## src/rtl/coef_load_pkg.sv

```systemverilog
package coef_load_pkg;

    typedef enum logic [2:0] {
        TGT_COEF  = 3'd0,
        TGT_CFG   = 3'd1,
        TGT_SEL_A = 3'd2,
        TGT_SEL_B = 3'd3,
        TGT_RND_A = 3'd4,
        TGT_RND_B = 3'd5,
        TGT_LIM_A = 3'd6,
        TGT_LIM_B = 3'd7
    } tgt_e;

    typedef enum logic {
        PH_ADDR = 1'b0,
        PH_DATA = 1'b1
    } phase_e;

endpackage

```

## src/rtl/load_decode.sv

```systemverilog
module load_decode
    import coef_load_pkg::*;
#(
    parameter int CNT_W      = 3,
    parameter int COEF_WORDS = 8,
    parameter int RL_WORDS   = 4,
    parameter int CFG_WORDS  = 1,
    parameter int PORT_ID    = 0
) (
    input  tgt_e             cls,
    input  logic             bank_sel,
    output logic [CNT_W-1:0] last_idx,
    output logic             permit
);

    // Index of the final data word for each target class
    always_comb begin
        unique case (cls)
            TGT_COEF:                      last_idx = CNT_W'(COEF_WORDS - 1);
            TGT_CFG, TGT_SEL_A, TGT_SEL_B: last_idx = CNT_W'(CFG_WORDS - 1);
            default:                       last_idx = CNT_W'(RL_WORDS - 1);
        endcase
    end

    // Coefficient banks belong to one filter; everything else is shared
    always_comb begin
        permit = (cls != TGT_COEF) || (bank_sel == PORT_ID[0]);
    end

endmodule

```

## src/rtl/load_buffer.sv

```systemverilog
module load_buffer #(
    parameter int WORD_W = 12,
    parameter int SLOTS  = 8,
    parameter int IDX_W  = 3
) (
    input  logic                      clk,
    input  logic                      rst_n,
    input  logic                      clr,
    input  logic                      wr_en,
    input  logic [IDX_W-1:0]          wr_idx,
    input  logic [WORD_W-1:0]         wr_word,
    output logic [SLOTS*WORD_W-1:0]   data
);

    for (genvar g = 0; g < SLOTS; g++) begin : g_slot
        logic [WORD_W-1:0] slot_d, slot_q;

        always_comb begin
            slot_d = slot_q;
            if (clr) begin
                slot_d = '0;
            end else if (wr_en && (wr_idx == IDX_W'(g))) begin
                slot_d = wr_word;
            end
        end

        always_ff @(posedge clk or negedge rst_n) begin
            if (!rst_n) begin
                slot_q <= '0;
            end else begin
                slot_q <= slot_d;
            end
        end

        assign data[g*WORD_W +: WORD_W] = slot_q;
    end

endmodule

```

## src/rtl/coef_load_port.sv

```systemverilog
module coef_load_port
    import coef_load_pkg::*;
#(
    parameter int WORD_W     = 12,
    parameter int COEF_WORDS = 8,
    parameter int RL_WORDS   = 4,
    parameter int CFG_WORDS  = 1,
    parameter int PORT_ID    = 0
) (
    input  logic                           clk,
    input  logic                           rst_n,
    input  logic                           load_n,
    input  logic [WORD_W-1:0]              bus_in,
    output logic                           wr_valid,
    output logic [2:0]                     wr_target,
    output logic [WORD_W-4:0]              wr_index,
    output logic [COEF_WORDS*WORD_W-1:0]   wr_data
);

    localparam int TGT_W  = 3;
    localparam int ADDR_W = WORD_W - TGT_W;
    localparam int DATA_W = COEF_WORDS * WORD_W;
    localparam int CNT_W  = (COEF_WORDS > 1) ? $clog2(COEF_WORDS) : 1;

    typedef struct packed {
        phase_e             phase;
        logic [CNT_W-1:0]   cnt;
        tgt_e               cls;
        logic [ADDR_W-1:0]  addr;
        logic               permit;
        logic               strobe;
    } st_t;

    st_t st_d, st_q;

    tgt_e             dec_cls;
    logic             dec_bank;
    logic [CNT_W-1:0] dec_last;
    logic             dec_permit;

    logic             buf_clr;
    logic             buf_we;
    logic [DATA_W-1:0] buf_data;

    // Address phase decodes the live bus; data phase decodes the held address
    always_comb begin
        if (st_q.phase == PH_ADDR) begin
            dec_cls  = tgt_e'(bus_in[WORD_W-1 -: TGT_W]);
            dec_bank = bus_in[ADDR_W-1];
        end else begin
            dec_cls  = st_q.cls;
            dec_bank = st_q.addr[ADDR_W-1];
        end
    end

    load_decode #(
        .CNT_W      (CNT_W),
        .COEF_WORDS (COEF_WORDS),
        .RL_WORDS   (RL_WORDS),
        .CFG_WORDS  (CFG_WORDS),
        .PORT_ID    (PORT_ID)
    ) u_dec (
        .cls      (dec_cls),
        .bank_sel (dec_bank),
        .last_idx (dec_last),
        .permit   (dec_permit)
    );

    always_comb begin
        st_d        = st_q;
        st_d.strobe = 1'b0;
        buf_clr     = 1'b0;
        buf_we      = 1'b0;
        if (load_n) begin
            st_d.phase = PH_ADDR;
            st_d.cnt   = '0;
        end else if (st_q.phase == PH_ADDR) begin
            st_d.cls    = tgt_e'(bus_in[WORD_W-1 -: TGT_W]);
            st_d.addr   = bus_in[ADDR_W-1:0];
            st_d.permit = dec_permit;
            st_d.phase  = PH_DATA;
            st_d.cnt    = '0;
            buf_clr     = 1'b1;
        end else begin
            buf_we = 1'b1;
            if (st_q.cnt == dec_last) begin
                st_d.strobe = st_q.permit;
                st_d.phase  = PH_ADDR;
                st_d.cnt    = '0;
            end else begin
                st_d.cnt = st_q.cnt + CNT_W'(1);
            end
        end
    end

    always_ff @(posedge clk or negedge rst_n) begin
        if (!rst_n) begin
            st_q <= '{phase: PH_ADDR, cnt: '0, cls: TGT_COEF, addr: '0,
                      permit: 1'b0, strobe: 1'b0};
        end else begin
            st_q <= st_d;
        end
    end

    load_buffer #(
        .WORD_W (WORD_W),
        .SLOTS  (COEF_WORDS),
        .IDX_W  (CNT_W)
    ) u_buf (
        .clk     (clk),
        .rst_n   (rst_n),
        .clr     (buf_clr),
        .wr_en   (buf_we),
        .wr_idx  (st_q.cnt),
        .wr_word (bus_in),
        .data    (buf_data)
    );

    assign wr_valid  = st_q.strobe;
    assign wr_target = st_q.cls;
    assign wr_index  = st_q.addr;
    assign wr_data   = buf_data;

endmodule

```

## config.mk

```make
export PLATFORM = sky130hd
export DESIGN_NAME = coef_load_port
export DESIGN_NICKNAME = d
export VERILOG_FILES = /design/src/rtl/coef_load_pkg.sv /design/src/rtl/load_decode.sv /design/src/rtl/load_buffer.sv /design/src/rtl/coef_load_port.sv
export SDC_FILE = /design/constraint.sdc
export NUM_CORES = 1
export LEC_CHECK = 0
export BUFFER_PORTS_ARGS = -buffer_cell sky130_fd_sc_hd__buf_2
export CAP_MARGIN = 20
export CORE_ASPECT_RATIO = 0.75
export CORE_MARGIN = 2
export CORE_UTILIZATION = 56
export CTS_BUF_LIST = sky130_fd_sc_hd__clkbuf_8
export DETAILED_ROUTE_END_ITERATION = 7
export GPL_ROUTABILITY_DRIVEN = 1
export MAX_ROUTING_LAYER = met4
export PLACE_DENSITY = 0.89
export SETUP_SLACK_MARGIN = 0.05
export SYNTH_ARGS = -nofsm -noshare
export SYNTH_HDL_FRONTEND = slang
export SYNTH_HIERARCHICAL = 1
export SYNTH_SLANG_ARGS = --single-unit
```

## constraint.sdc

```tcl
create_clock -name clk -period 2.44 [get_ports clk]
set_input_delay 0.488 -clock clk [delete_from_list [all_inputs] [get_ports clk]]
set_output_delay 0.488 -clock clk [all_outputs]
set_load 0.03 [all_outputs]
```

==> impl_results.md, run 1 <==
* Initial antenna violation count at 0
* Combinational family with the most area after synthesis: multiplexers
* Critical Path Max Stage Delay at ~0.64 ns
* Clock-pin slew reported for the worst setup and hold paths after clock tree synthesis at ~0.070 ns
* Setup repair after global routing missed its margin: false
* Pin count of the biggest net entering global routing at between 60 and 70
* Critical Path Slowest Stage Cell: or4b_4
* Mux contribution to synthesized area at roughly 22%
* Highest fanout seen on the critical path at 12
* Routability congestion estimate at 0.807
* Clock Latency Late Sink at 0.43 ns
* Die Y at 88.1 um
* Total clock buffers created by CTS at 17
* FF-to-FF Start: st_q[17]$_DFF_PN0_
* Effective utilization at floorplan at 57.9%
* Residual overflow from global routing at 0
* Biggest area contributors in the synthesized netlist: dfrtp_1 (54%), mux2i_1 (18%), nand2b_1 (13%), mux2_4 (2.6%), buf_4 (1.8%)
* Static Leak at 3.63 nW
* Cell area power density at 729 nW/um^2
* Antenna diode instance count at 0
* Complex-gate fraction of the synthesized area at 0.805%
* Routed WL per cell at 19.2 um
* Hold path depth at 2
* Share of the cycle needed by the critical path after routing at 81.5%
* Hold EP: wr_index[4]$_DFFE_PN0P_
* Post-synthesis simple-gate area fraction at 15.9%
* Area share of the leading cell type in the synthesized netlist at 54.0%
* Global Route met3 Usage at 8.03%
* GRT Overall Usage at approximately 27%
* Worst Hold Launch: bus_in[4]
* Clock sink count at 114
* Initial drt markers at between 300 and 400
* Vias in the first global route at around 3,600
* Arrival time of the worst setup path at 2.26 ns
* Slew Viols, Final at 0
* Number of rows in the core area at 30
* GRT met2 Usage at between 40% and 50%
* P&R area growth vs syn at 18.9%
* Area of the die at 10,200 um^2
* Total standard cell area after synthesis at 5290 um^2
* Core outline area at between 9000 and 10,000 um^2
* Share of layout cells above drive strength 1 at 35.6%
* Routed Antenna Nets at 0
* Power Total at 4.58 mW
* Total routed wirelength at 12,600 um
* Final setup skew at 0.0111 ns
* Fmax at 0.503 GHz
* Global routing met1 resource utilization at 36.6%
* Nets@finish at 534
* Kind of critical path: reg2reg
* Detailed placement HPWL at between 8000 and 9000 um
* Fraction of the mapped netlist area in adder cells at 0.237%
* Final count of hold timing violations at 0
* Die X-Extent at 116 um
* Buffer type at the clock tree root: clkbuf_8
* Hold slack final at 0.313 ns
* Total negative slack at 0 ns
* DRC Markers at 0
* Number of standard cells in the final layout excluding fillers at 659
* Number of setup violations in the final report at 0
* CP required at roughly 2.7 ns
* Distinct cell type count of the synthesized netlist at 27
* Library cell with the largest summed area after synthesis: dfrtp_1
* Type of the tightest min-delay check: in2reg
* Routing layer with the top usage in global route: met2
* Via density per instance at 5.36
* Endpoint kind of the worst setup timing path: register
* TritonCTS clock tree: built
* Worst ir drop on vdd at approximately 0.00047 V
* H-tree levels at 4
* Worst slew slack as a fraction of its limit at 58.4%
* Cells traversed along the worst timing path: nand2b_1 > inv_1 > or4b_4 > mux2i_1
* I/O pin cnt at 124
* Terminus of the critical flop-to-flop path: u_buf/g_slot[0].slot_q[0]$_DFFE_PN0P_
* IO buf count at roughly 120
* Cells after DPL at 626
* Worst reg2reg path depth at 4
* Yosys warnings at 6
* Post-synthesis sequential area ratio at between 50% and 60%
* Maximum buffer depth of the clock tree at 2
* Number of register bits inferred by synthesis at 114
* Xor and xnor area share after synthesis at 0.663%
* First-pass GRT wire length at 19,900 um
* Crit start category: register
* Slew @ Worst Pin at roughly 0.62 ns
* Max-cap viol count at 0
* Post-synthesis instance total at between 400 and 500
* Status: complete, no violations
* Slack of the worst reg-to-reg path at 0.45 ns
* Via count at 3,532
* Mapped Avg Cell Area at ~13 um^2
* Number of iterations in the first detailed-routing pass at 4
* Synthesized net count at 431
* Post-route minimum period at 1.99 ns
sequential cells by signal, indices dropped and copies added, names as in the netlist:
signal               flops
st_q                     5
wr_index                 9
wr_valid                 1
u_buf/g_slot.slot_q     96
wr_target                3
cells in the final DEF, fill, tap and decap left out, types with 4 or more instances in the layout:
| cell | netlist | final |
|---|---|---|
| mux2_2 | 8 | 8 |
| buf_2 | 7 | 122 |
| mux2i_1 | 96 | 96 |
| clkinv_4 | 0 | 4 |
| clkbuf_8 | 0 | 18 |
| nand2b_1 | 109 | 109 |
| dfrtp_1 | 114 | 114 |
| buf_4 | 13 | 11 |
| xnor2_1 | 4 | 4 |
| clkinvlp_4 | 0 | 5 |
| mux2_4 | 9 | 9 |
critical path, delay by kind of cell (launching register included):
kind | cells | cell delay [ns]
flip-flops | 1 | 0.59
AND/OR/NAND/NOR | 2 | 0.82
multiplexers | 1 | 0.17
buffers and inverters | 1 | 0.26
area by class of cell:
class	instances	area [um^2]
sequential	114	2850
fill	687	2840
multi-input combinational	247	2120
timing repair buffer	136	743
clock buffer	18	248
tap	128	160
clock inverter	14	155
inverter	2	7.51
per-stage QoR:
step | cell area, um^2 | util (%) | worst slack, ns
after floorplan | 5290 | - | 0.611
after global placement | 5870 | 64.4 | 0.471
after detailed placement | 5870 | 64.4 | 0.398
after CTS | 6280 | 68.9 | 0.458
after global routing | 6280 | 68.9 | 0.341
final | 6280 | 68.9 | 0.452
logic make-up (layout without fill, tap and decap cells):
group,after synthesis,after routing
AOI/OAI and AO/OA,5,5
xor gates and xnor gates,4,4
adders and majority gates,1,1
buffers and inverters,54,170
DFF,114,114
muxes,113,113
and+or+nand+nor,124,124
cells in the mapped netlist:
cell,count
buf_6,3
or4b_1,1
xnor2_1,4
a41oi_1,1
nor3_1,1
inv_1,2
buf_4,13
a311oi_1,3
mux2i_1,96
nand4b_1,3
or4b_4,1
clkbuf_1,24
and3b_2,1
nand4_1,1
nor2_8,1
and4_1,1
mux2_2,8
nand4bb_1,3
and4bb_2,2
buf_1,3
buf_12,2
o21bai_1,1
buf_2,7
ha_1,1
nand2b_1,109
mux2_4,9
dfrtp_1,114
worst max path at each step:
stage,cells past startpoint,slack (ns),start,to
after global placement,5,0.47,load_n,u_buf/g_slot[0].slot_q[9]$_DFFE_PN0P_
after floorplan,7,0.61,load_n,u_buf/g_slot[0].slot_q[2]$_DFFE_PN0P_
after CTS,4,0.46,st_q[17]$_DFF_PN0_,u_buf/g_slot[0].slot_q[0]$_DFFE_PN0P_
after global routing,4,0.34,st_q[17]$_DFF_PN0_,u_buf/g_slot[0].slot_q[0]$_DFFE_PN0P_
after detailed placement,5,0.40,load_n,u_buf/g_slot[0].slot_q[5]$_DFFE_PN0P_
final,4,0.45,st_q[17]$_DFF_PN0_,u_buf/g_slot[0].slot_q[0]$_DFFE_PN0P_
timing repair:
action / in CTS / in global routing
setup buffers: 0 / 0
hold buffers: 1 / 0
endpoints found under the hold margin: 27 / 0
gates resized for setup: 0 / 0
power breakdown:
group	leakage [nW]	switching (mW)	internal [mW]
clock	0.188	0.833	0.943
sequential	1.55	0.0861	1.99
combinational	1.90	0.464	0.264
per-layer routing:
layer | wire (um) | vias to the layer above | share of wire (%)
met1 | 5720 | 1810 | 45
met3 | 867 | 15 | 6.9
li1 | - | 1583 | -
met4 | 93 | 0 | 0.74
met5 | 0 | - | 0
met2 | 5970 | 124 | 47
Note: power is estimated with default switching activity, not from simulation.
==> run 2, diff against run 1 <==
--- a/config.mk
+++ b/config.mk
@@ -9,12 +9,12 @@
 export CAP_MARGIN = 20
 export CORE_ASPECT_RATIO = 0.75
 export CORE_MARGIN = 2
-export CORE_UTILIZATION = 56
+export CORE_UTILIZATION = 50
 export CTS_BUF_LIST = sky130_fd_sc_hd__clkbuf_8
 export DETAILED_ROUTE_END_ITERATION = 7
 export GPL_ROUTABILITY_DRIVEN = 1
 export MAX_ROUTING_LAYER = met4
-export PLACE_DENSITY = 0.89
+export PLACE_DENSITY = 0.84
 export SETUP_SLACK_MARGIN = 0.05
 export SYNTH_ARGS = -nofsm -noshare
 export SYNTH_HDL_FRONTEND = slang
==> constraint.sdc (replaced) <==
create_clock -name clk -period 1.8 [get_ports clk]
set_input_delay 0.36 -clock clk [delete_from_list [all_inputs] [get_ports clk]]
set_output_delay 0.36 -clock clk [all_outputs]
set_load 0.03 [all_outputs]
==> impl_results.md, run 2 (same netlist as run 1, synthesis figures left out) <==
* Effective utilization at floorplan at 51.4%
* Share of layout cells above drive strength 1 at 39.4%
* Total routed wirelength at 13,000 um
* Hold path depth at 2
* Fmax at 0.576 GHz
* Crit start category: register
* IO buf count at about 120
* CP required at roughly 2.1 ns
* First-pass GRT wire length at around 20,000 um
* Slew @ Worst Pin at 0.520 ns
* Hold slack final at about 0.19 ns
* Antenna diode instance count at 0
* Initial antenna violation count at 0
* Number of iterations in the first detailed-routing pass at 4
* Hold EP: wr_index[6]$_DFFE_PN0P_
* Post-route minimum period at 1.74 ns
* Detailed placement HPWL at about 8400 um
* Global Route met3 Usage at 6.83%
* Routed Antenna Nets at 0
* Max-cap viol count at 0
* GRT met2 Usage at between 30% and 40%
* FF-to-FF Start: st_q[17]$_DFF_PN0_
* Slew Viols, Final at 0
* Routed WL per cell at 18.9 um
* P&R area growth vs syn at 24.3%
* Vias in the first global route at 3,568
* Arrival time of the worst setup path at 2.05 ns
* Cell area power density at 979 nW/um^2
* Buffer type at the clock tree root: clkbuf_8
* Via count at 3,515
* Maximum buffer depth of the clock tree at 2
* Number of rows in the core area at 32
* Top library cells by usage in the layout, fill and taps aside: buf_2 (122), dfrtp_1 (113), nand2b_1 (108)
* Worst ir drop on vdd at ~0.0005 V
* Slack of the worst reg-to-reg path at 0.06 ns
* Area of the die at 11,400 um^2
* Number of setup violations in the final report at 0
* GRT Overall Usage at 24.2%
* Routing layer with the top usage in global route: met2
* Static Leak at 3.79 nW
* Die X-Extent at 123 um
* Global routing met1 resource utilization at 32.3%
* Pin count of the biggest net entering global routing at 70
* Total clock buffers created by CTS at 17
* Clock sink count at 114
* H-tree levels at 4
* Worst slew slack as a fraction of its limit at 65.3%
* Core outline area at slightly above 10,000 um^2
* Worst Hold Launch: bus_in[6]
* Routability congestion estimate at 0.798
* Via density per instance at slightly above 5
* Highest fanout seen on the critical path at 5
* Residual overflow from global routing at 0
* Final count of hold timing violations at 0
* Most common cell after layout, fill and taps aside: buf_2
* Status: complete, no violations
* Final setup skew at between 0.007 and 0.008 ns
* TritonCTS clock tree: built
* Terminus of the critical flop-to-flop path: st_q[15]$_DFF_PN0_
* Total negative slack at 0 ns
* Initial drt markers at 159
* Kind of critical path: reg2reg
* Share of the cycle needed by the critical path after routing at 96.5%
* Die Y at just over 90 um
* Max reg flops at 96
* Worst reg2reg path depth at 4
* Type of the tightest min-delay check: in2reg
* Register ranked first by flip-flop count: u_buf/g_slot.slot_q
* Clock-pin slew reported for the worst setup and hold paths after clock tree synthesis at 0.07 ns
* Setup repair after global routing missed its margin: true
* DRC Markers at 0
* Clock Latency Late Sink at around 0.42 ns
* Endpoint kind of the worst setup timing path: register
* Nets@finish at 554
* I/O pin cnt at 124
[run 2: timing repair]
action	CTS	global route
endpoints found under the hold margin	25	0
pin swaps	0	1
hold buffers	1	0
gates cloned	0	3
endpoints found under the setup margin	10	97
gates resized for setup	3	22
buffers inserted	0	1
[run 2: metal layers]
layer  share of wire [%]  vias up
li1                    -     1619
met1                  46     1771
met2                  46      114
met3                 6.8       11
met4                0.98        0
met5                   0        -
[run 2: cell type report]
type | count | area (um^2)
fillers | 778 | 3720
flip-flops and latches | 114 | 2850
multi-input cells | 248 | 2180
repair buffers | 155 | 937
clock buffers | 18 | 248
clock inverters | 14 | 170
well taps | 136 | 170
inverters | 2 | 7.51
[run 2: how the worst max path moves through the flow]
stage,end,cells after the start,start,slack (ns)
after floorplan,u_buf/g_slot[0].slot_q[2]$_DFFE_PN0P_,8,st_q[17]$_DFF_PN0_,0.07
after global placement,u_buf/g_slot[0].slot_q[11]$_DFFE_PN0P_,5,st_q[17]$_DFF_PN0_,0.12
after detailed placement,u_buf/g_slot[1].slot_q[4]$_DFFE_PN0P_,6,st_q[17]$_DFF_PN0_,0.04
after CTS,u_buf/g_slot[0].slot_q[11]$_DFFE_PN0P_,5,st_q[17]$_DFF_PN0_,0.03
after global routing,st_q[15]$_DFF_PN0_,4,st_q[17]$_DFF_PN0_,0.03
final,st_q[15]$_DFF_PN0_,4,st_q[17]$_DFF_PN0_,0.06
[run 2: power by group]
group	switching [mW]	leakage [nW]	internal [mW]
clock network	1.02	0.224	1.52
registers	0.106	1.55	2.70
logic	0.668	2.02	0.423
total	1.79	3.79	4.64
[run 2: worst max-delay path, cell delays in order, from the launching register on]
cell	delay (ns)
dfrtp_2	0.44
mux2_2	0.38
o21bai_2	0.26
xnor2_2	0.21
a311oi_1	0.33
[run 2: through the flow]
stage	total power [mW]	std cells	setup WS [ns]	utilization [%]	area [um^2]
finish	6.43	687	0.0639	63.8	6570
global route	6.70	687	0.0286	63.8	6570
CTS	6.44	683	0.0299	62.8	6470
detailed placement	3.90	650	0.0367	58.6	6030
global placement	3.86	650	0.124	58.6	6030
floorplan	3.61	415	0.0684	-	5290
